## src/rtl/gpred_pkg.sv

```systemverilog
package gpred_pkg;
    typedef logic [1:0] ctr_t;

    localparam ctr_t CTR_RESET = 2'd1;
    localparam ctr_t CTR_MAX   = 2'd3;
    localparam ctr_t CTR_MIN   = 2'd0;

    function automatic ctr_t ctr_step(input ctr_t cur, input logic taken);
        ctr_t nxt;
        nxt = cur;
        if (taken) begin
            if (cur != CTR_MAX) nxt = cur + 2'd1;
        end else begin
            if (cur != CTR_MIN) nxt = cur - 2'd1;
        end
        return nxt;
    endfunction
endpackage

```

## src/rtl/gpred_index.sv

```systemverilog
module gpred_index #(
    parameter int HIST_W = 2,
    parameter int ADDR_W = 4
) (
    input  logic [HIST_W-1:0]        hist,
    input  logic [ADDR_W-1:0]        addr,
    output logic [HIST_W+ADDR_W-1:0] idx
);
    always_comb begin
        idx = {hist, addr};
    end
endmodule

```

## src/rtl/gpred_history.sv

```systemverilog
module gpred_history #(
    parameter int HIST_W = 2
) (
    input  logic              clk,
    input  logic              rst_n,
    input  logic              upd_valid,
    input  logic              upd_taken,
    input  logic              upd_mispred,
    input  logic [HIST_W-1:0] upd_snap,
    output logic [HIST_W-1:0] hist
);
    typedef struct packed {
        logic [HIST_W-1:0] ghr;
    } hist_state_t;

    hist_state_t st_d, st_q;

    always_comb begin
        st_d = st_q;
        if (upd_valid) begin
            if (upd_mispred) begin
                st_d.ghr = HIST_W'({upd_snap, upd_taken});
            end else begin
                st_d.ghr = HIST_W'({st_q.ghr, upd_taken});
            end
        end
    end

    always_ff @(posedge clk) begin
        if (!rst_n) begin
            st_q.ghr <= '0;
        end else begin
            st_q <= st_d;
        end
    end

    assign hist = st_q.ghr;
endmodule

```

## src/rtl/gpred_table.sv

```systemverilog
module gpred_table
    import gpred_pkg::*;
#(
    parameter int IDX_W = 6
) (
    input  logic             clk,
    input  logic             rst_n,
    input  logic [IDX_W-1:0] rd_idx,
    output ctr_t             rd_ctr,
    input  logic             wr_en,
    input  logic [IDX_W-1:0] wr_idx,
    input  logic             wr_taken
);
    localparam int DEPTH = 1 << IDX_W;

    typedef struct packed {
        logic [DEPTH-1:0][1:0] ctr;
    } tbl_state_t;

    tbl_state_t st_d, st_q;

    always_comb begin
        st_d = st_q;
        if (wr_en) begin
            st_d.ctr[wr_idx] = ctr_step(st_q.ctr[wr_idx], wr_taken);
        end
    end

    always_ff @(posedge clk) begin
        if (!rst_n) begin
            for (int i = 0; i < DEPTH; i++) begin
                st_q.ctr[i] <= CTR_RESET;
            end
        end else begin
            st_q <= st_d;
        end
    end

    // read from registered state: a same-cycle write is not visible
    assign rd_ctr = st_q.ctr[rd_idx];
endmodule

```

## src/rtl/corr_hist_predictor.sv

```systemverilog
module corr_hist_predictor
    import gpred_pkg::*;
#(
    parameter int PC_W   = 32,
    parameter int HIST_W = 2,
    parameter int ADDR_W = 4,
    parameter int PC_LSB = 2
) (
    input  logic              clk,
    input  logic              rst_n,
    input  logic [PC_W-1:0]   lk_pc,
    output logic              lk_taken,
    output logic [HIST_W-1:0] lk_hist,
    input  logic              up_valid,
    input  logic [PC_W-1:0]   up_pc,
    input  logic              up_taken,
    input  logic              up_mispred,
    input  logic [HIST_W-1:0] up_hist
);
    localparam int IDX_W  = HIST_W + ADDR_W;
    localparam int ADDR_H = PC_LSB + ADDR_W - 1;

    logic [HIST_W-1:0] ghr;
    logic [IDX_W-1:0]  lk_idx, up_idx;
    ctr_t              lk_ctr;

    logic unused_pc_bits;
    assign unused_pc_bits = ^{lk_pc[PC_W-1:ADDR_H+1], lk_pc[PC_LSB-1:0],
                              up_pc[PC_W-1:ADDR_H+1], up_pc[PC_LSB-1:0]};

    gpred_history #(.HIST_W(HIST_W)) u_hist (
        .clk         (clk),
        .rst_n       (rst_n),
        .upd_valid   (up_valid),
        .upd_taken   (up_taken),
        .upd_mispred (up_mispred),
        .upd_snap    (up_hist),
        .hist        (ghr)
    );

    gpred_index #(.HIST_W(HIST_W), .ADDR_W(ADDR_W)) u_lk_index (
        .hist (ghr),
        .addr (lk_pc[ADDR_H:PC_LSB]),
        .idx  (lk_idx)
    );

    gpred_index #(.HIST_W(HIST_W), .ADDR_W(ADDR_W)) u_up_index (
        .hist (up_hist),
        .addr (up_pc[ADDR_H:PC_LSB]),
        .idx  (up_idx)
    );

    gpred_table #(.IDX_W(IDX_W)) u_table (
        .clk      (clk),
        .rst_n    (rst_n),
        .rd_idx   (lk_idx),
        .rd_ctr   (lk_ctr),
        .wr_en    (up_valid),
        .wr_idx   (up_idx),
        .wr_taken (up_taken)
    );

    assign lk_taken = lk_ctr[1];
    assign lk_hist  = ghr;
endmodule

```

## config.mk

```make
export PLATFORM = sky130hd
export DESIGN_NAME = corr_hist_predictor
export DESIGN_NICKNAME = d
export VERILOG_FILES = /design/src/rtl/gpred_pkg.sv /design/src/rtl/gpred_index.sv /design/src/rtl/gpred_history.sv /design/src/rtl/gpred_table.sv /design/src/rtl/corr_hist_predictor.sv
export SDC_FILE = /design/constraint.sdc
export NUM_CORES = 1
export LEC_CHECK = 0
export ABC_CLOCK_PERIOD_IN_PS = 9600
export CAP_MARGIN = 0
export CORE_ASPECT_RATIO = 0.75
export CORE_UTILIZATION = 30
export CTS_CLUSTER_SIZE = 14
export DETAILED_ROUTE_END_ITERATION = 8
export DONT_BUFFER_PORTS = 1
export GPL_ROUTABILITY_DRIVEN = 0
export PLACE_DENSITY = 0.49
export RECOVER_POWER = 25
export REMOVE_ABC_BUFFERS = 1
export SYNTH_ARGS = -nofsm -noshare
export SYNTH_HDL_FRONTEND = slang
export SYNTH_SLANG_ARGS = --single-unit
```

## constraint.sdc

```tcl
create_clock -name clk -period 9.6 [get_ports clk]
set_clock_uncertainty 0.05 [all_clocks]
set_input_delay 1.92 -clock clk [delete_from_list [all_inputs] [get_ports clk]]
set_output_delay 1.92 -clock clk [all_outputs]
set_load 0.005 [all_outputs]
```

==> flow_summary.json, run 1 <==
{
  "antenna_found_initial": 0,
  "rsz0062_at_grt": "no",
  "crit_type": "in -> reg",
  "io_buffer_count": 0,
  "leakagePower_nw": 2.41,
  "grtUsageTotal": 0.187,
  "clk_latency_ns": 0.42,
  "ios": 74,
  "path_delay_family": "buffers and inverters",
  "ys_seq_area_frac": 0.400,
  "ys_async_sr_fraction": 0,
  "swShare": 0.241,
  "pwr-share-seq": 0.448,
  "cts_hold_buf": 0,
  "cp-end-kind": "register",
  "synth_area_per_cell_sq_um": 8.67,
  "finalSetupViolCount": 0,
  "cts_sinks": 130,
  "synth_cell_type_count": 51,
  "crit_required_ns": 9.74,
  "cts_tree": "yes",
  "hpwl_um": 12000,
  "slowest_delay_ns": 1.95,
  "layout-drive-gt1-share": 0.117,
  "antenna_cells": 0,
  "final_cells": 1016,
  "critPathBufInv": 1,
  "synth_seq_cells": 130,
  "ir_drop_mv": 0.0812,
  "finalHoldViolations": 0,
  "syn_inst": 751,
  "die_h_um": 130,
  "violations": "capacitance limit, slew limit",
  "outcome": "complete, but fails checks",
  "synth_top_flop_cell": "dfxtp_1",
  "final_max_slew_viol_count": 65,
  "cts.path.max_buffers": 2,
  "grt_pass1_vias": 5300,
  "grt_pass1_wl_um": 31500,
  "dieArea_sq_um": 22300,
  "grt-ovfl-total": 0,
  "cp_cell_sequence": "nor2b_1, a221oi_1, o22a_1, o221ai_1, or3_1, maj3_1, clkbuf_1, o311ai_0",
  "internal_power_w": 0.000929,
  "min_period_ns": 5.75,
  "setup_tns_ns": 0,
  "worstMarginPinSlew_ns": 2.75,
  "clockRootBuffer": "clkbuf_16",
  "final_cell_mix": "dfxtp_1 (130), nand2_1 (100), nor2_1 (95), a21oi_1 (89), o21ai_0 (89)",
  "wl_um": 19900,
  "crit_path_start_kind": "primary input",
  "synth_edf_count": 0,
  "clkPwrFrac": 0.485,
  "numCtsBuffers": 17,
  "dr.pass1.iters": 7,
  "drv_cap": 1,
  "drt_iter0_markers": 426,
  "worstPathArrival_ns": 5.89,
  "min_path_type": "reg -> reg",
  "synth_area_sq_um": 6510,
  "start_util": 0.307,
  "pwr-share-comb": 0.068,
  "p_sw_w": 0.000295,
  "routedWlPerCell_um": 19.6,
  "slew_headroom": -0.835,
  "syn_to_final_growth_pct": 10.3,
  "grt_max_degree": 77,
  "drc": 0,
  "nets": 788,
  "dieWidth_um": 172,
  "vias": 5443,
  "powerDensity_nw_per_um2": 170,
  "n_fill_cell": 2146,
  "htreeDepth": 4,
  "cp_slowest_cell": "clkbuf_1",
  "finalCritPeriodShare": 0.599,
  "vias_per_cell": 5.36,
  "antenna_left": 0,
  "crit_path_max_fanout": 64,
  "layout_commonest_cell": "dfxtp_1",
  "rows": 46,
  "dp_cells": 986,
  "ys_warn_count": 0,
  "core_region_area_sq_um": 21200,
  "fmax_mhz": 174,
  "path_clk_slew_ns": 0.06,
  "ctsResizeCount": 0,
  "post_cts.repair.setup_buffers": 0
}
power by group through the flow:
stage,Clock (W),Sequential [W],Combinational [W]
2_1_floorplan,0,0.000558,0.0000558
3_3_place_gp,0,0.000559,0.0000838
3_5_place_dp,0,0.000559,0.0000834
4_1_cts,0.000605,0.000547,0.0000836
5_1_grt,0.000627,0.000548,0.0000891
6_report,0.000593,0.000548,0.0000826
metal layers:
metal  track usage  up-vias  routed length, um
li1              -     2693                  -
met1         0.264     2613               9880
met2         0.282      123               8790
met3        0.0504       14               1020
met4        0.0458        0                178
met5             0        -                  0
per-stage QoR:
stage          total power [W]  utilization  setup slack, ns  hold WS [ns]  area (sq um)
5_1_grt                0.00126        0.338             3.46         0.435          7180
3_3_place_gp          0.000643        0.313             4.19         0.393          6660
2_1_floorplan         0.000614            -             4.32         0.381          6250
6_report               0.00122        0.338             3.85         0.412          7180
4_1_cts                0.00124        0.338             4.19         0.414          7190
3_5_place_dp          0.000642        0.313             4.19         0.402          6660
cells in the mapped netlist, types with 2 or more instances:
cell type | instances | share of area
o22a_1 | 2 | 0.0027
and3b_1 | 4 | 0.0054
mux2_2 | 10 | 0.017
a211oi_1 | 19 | 0.022
buf_1 | 9 | 0.0052
mux4_2 | 36 | 0.12
or3b_2 | 3 | 0.0040
a221oi_1 | 7 | 0.0094
buf_6 | 2 | 0.0035
o211ai_1 | 24 | 0.028
mux2i_1 | 15 | 0.023
or3_1 | 2 | 0.0019
nand2b_1 | 3 | 0.0029
nor2b_1 | 5 | 0.0048
o2bb2ai_1 | 4 | 0.0054
nor2_1 | 95 | 0.055
nand3b_1 | 2 | 0.0023
o22ai_1 | 6 | 0.0058
dfxtp_1 | 130 | 0.40
nand3_1 | 9 | 0.0069
clkbuf_1 | 28 | 0.016
nand2_1 | 100 | 0.058
clkinv_1 | 2 | 0.0012
o21ai_0 | 89 | 0.068
o311ai_0 | 4 | 0.0054
and2_0 | 2 | 0.0019
buf_2 | 19 | 0.015
nor3_1 | 5 | 0.0038
a21oi_1 | 89 | 0.068
a22oi_1 | 3 | 0.0035
a22o_1 | 3 | 0.0040
final cells by class:
| class | count | area [sq um] | area share |
|---|---|---|---|
| clock buffers | 24 | 502 | 0.0699 |
| clock inverters | 6 | 30.0 | 0.00418 |
| inverters | 4 | 15.0 | 0.00209 |
| multi-input cells | 558 | 3630 | 0.505 |
| flip-flops and latches | 130 | 2600 | 0.362 |
| well taps | 288 | 360 | 0.0502 |
| repair buffers | 6 | 41.3 | 0.00575 |
worst min-delay path, delay by kind of cell (launching register included):
kind | cells | cell delay (ns)
compound gates | 2 | 0.11
flops | 1 | 0.32
logic make-up after synthesis:
family | share of synthesized area
buffers and inverters | 0.0428
adders and majority gates | 0.00327
DFF | 0.400
muxes | 0.165
and+or+nand+nor | 0.154
AOI/OAI and AO/OA | 0.236
worst paths after layout:
check                       to  slack, ns  depth (start not counted)              from
max          u_table.st_q[124]       3.85                          8          up_pc[2]
min           u_table.st_q[96]       0.41                          2  u_table.st_q[96]
max reg2reg  u_table.st_q[124]       5.20                          8  u_table.st_q[25]
min reg2reg   u_table.st_q[96]       0.41                          2  u_table.st_q[96]
state kept, by name (all words and copies together), names as in the netlist:
register / count
u_table.st_q: 128
u_hist.hist: 2
No activity file was read; power rests on OpenSTA's default activity.
==> inputs of run 2 (changes only) <==
--- a/config.mk
+++ b/config.mk
@@ -5,7 +5,7 @@
 export SDC_FILE = /design/constraint.sdc
 export NUM_CORES = 1
 export LEC_CHECK = 0
-export ABC_CLOCK_PERIOD_IN_PS = 9600
+export ABC_CLOCK_PERIOD_IN_PS = 5400
 export CAP_MARGIN = 0
 export CORE_ASPECT_RATIO = 0.75
 export CORE_UTILIZATION = 30
==> constraint.sdc (replaced) <==
create_clock -name clk -period 5.4 [get_ports clk]
set_clock_uncertainty 0.05 [all_clocks]
set_input_delay 1.08 -clock clk [delete_from_list [all_inputs] [get_ports clk]]
set_output_delay 1.08 -clock clk [all_outputs]
set_load 0.005 [all_outputs]
==> flow_summary.json, run 2 (synthesized netlist as in run 1, its figures left out) <==
{
  "clk_latency_ns": 0.43,
  "dp_cells": 987,
  "core_region_area_sq_um": 21200,
  "rows": 46,
  "layout-drive-gt1-share": 0.123,
  "cp-end-kind": "register",
  "dieWidth_um": 172,
  "n_fill_cell": 2150,
  "multi_input_area_sq_um": 3630,
  "register_area_sq_um": 2600,
  "nets": 789,
  "crit_required_ns": 5.56,
  "ctsResizeCount": 0,
  "hpwl_um": 12100,
  "grt_max_degree": 77,
  "cts_tree": "yes",
  "htreeDepth": 4,
  "drt_iter0_markers": 453,
  "layout_commonest_cell": "dfxtp_1",
  "numCtsBuffers": 17,
  "path_clk_slew_ns": 0.06,
  "vias": 5606,
  "antenna_found_initial": 0,
  "finalCritPeriodShare": 0.692,
  "routedWlPerCell_um": 19.8,
  "largest_reg_flops": 128,
  "syn_to_final_growth_pct": 12.1,
  "antenna_cells": 0,
  "ios": 74,
  "crit_path_max_fanout": 46,
  "ir_drop_mv": 0.178,
  "clockRootBuffer": "clkbuf_16",
  "dr.pass1.iters": 5,
  "cts_sinks": 130,
  "antenna_left": 0,
  "min_period_ns": 3.74,
  "violations": "capacitance limit, slew limit",
  "worst_slack_ns": 1.66,
  "dieArea_sq_um": 22300,
  "finalHoldViolations": 0,
  "placed_area_sq_um": 6680,
  "io_buffer_count": 0,
  "grt_pass1_wl_um": 32000,
  "outcome": "complete, but fails checks",
  "grt_pass1_vias": 5319,
  "crit_type": "in -> reg",
  "final_cells": 1019,
  "drv_cap": 1,
  "final_area_sq_um": 7300,
  "final_max_slew_viol_count": 56,
  "final_cell_mix": "dfxtp_1 (130), nand2_1 (100), nor2_1 (95), a21oi_1 (89), o21ai_0 (89)",
  "regMostFlops": "u_table.st_q",
  "worstPathArrival_ns": 3.89,
  "powerDensity_nw_per_um2": 324,
  "dp_slack_ns": 1.58,
  "cts.path.max_buffers": 2,
  "cts_hold_buf": 0,
  "fmax_mhz": 268,
  "rsz0062_at_grt": "no",
  "grtUsageTotal": 0.192,
  "die_h_um": 130,
  "post_cts.repair.setup_buffers": 0,
  "final_util": 0.344,
  "grt-ovfl-total": 0,
  "worstMarginPinSlew_ns": 2.10,
  "leakagePower_nw": 2.45,
  "wl_um": 20200,
  "min_path_type": "reg -> reg",
  "drc": 0,
  "vias_per_cell": 5.50,
  "crit_path_start_kind": "primary input",
  "finalSetupViolCount": 0,
  "start_util": 0.307,
  "slew_headroom": -0.402,
  "setup_tns_ns": 0
}
run 2: cell count changes in the layout (fill, tap and decap cells not counted):
cell and change:
clkinvlp_4 +5, bufinv_16 +4, clkbuf_8 -4, clkinv_2 -4, clkbuf_1 -2, clkinv_4 +2
buf_12 +1, buf_4 +1, o311ai_0 +1, o311ai_1 -1
run 2: critical path: stages:
cell and delay (ns):
mux4_2 0.49, mux2_2 0.27, nand2_1 0.09, o2111ai_1 0.21, nor3_1 0.28, maj3_1 1.03
buf_12 0.30, a211oi_1 0.10
run 2: metrics by stage:
| step | hold WS (ns) | total power, W |
|---|---|---|
| finish | 0.416 | 0.00237 |
| CTS | 0.418 | 0.00238 |
| global route | 0.445 | 0.00244 |
| floorplan | 0.381 | 0.00109 |
| detailed placement | 0.403 | 0.00115 |
| global placement | 0.393 | 0.00115 |
run 2: area by class of cell:
cell class,count,share of cell area
clock buffer,19,0.0607
clock inverter,13,0.0254
sequential,130,0.356
tap,288,0.0494
multi-input combinational,558,0.497
inverter,4,0.00206
timing repair buffer,7,0.00891
run 2: routing by layer:
metal  wire length [um]  vias to the layer above  GRT usage  share of wire
li1                   -                     2702          -              -
met1               9740                     2707      0.277           0.48
met2               9010                      178      0.290           0.45
met3               1190                       19     0.0354          0.059
met4                234                        0     0.0593          0.012
met5                  0                        -          0              0
run 2: worst paths after layout:
path / startpoint / endpoint / slack [ns] / cells after the start
hold reg to reg: u_table.st_q[8] / u_table.st_q[8] / 0.42 / 2
setup reg to reg: u_table.st_q[12] / u_table.st_q[93] / 2.04 / 8
hold / removal: u_table.st_q[8] / u_table.st_q[8] / 0.42 / 2
setup / recovery: up_pc[3] / u_table.st_q[93] / 1.66 / 8
run 2: report_power, final:
part	switching, W	internal [W]	leakage (nW)
sequential	0.00000560	0.000967	1.05
clock	0.000459	0.000783	0.291
combinational	0.000101	0.0000508	1.10
total	0.000566	0.00180	2.45
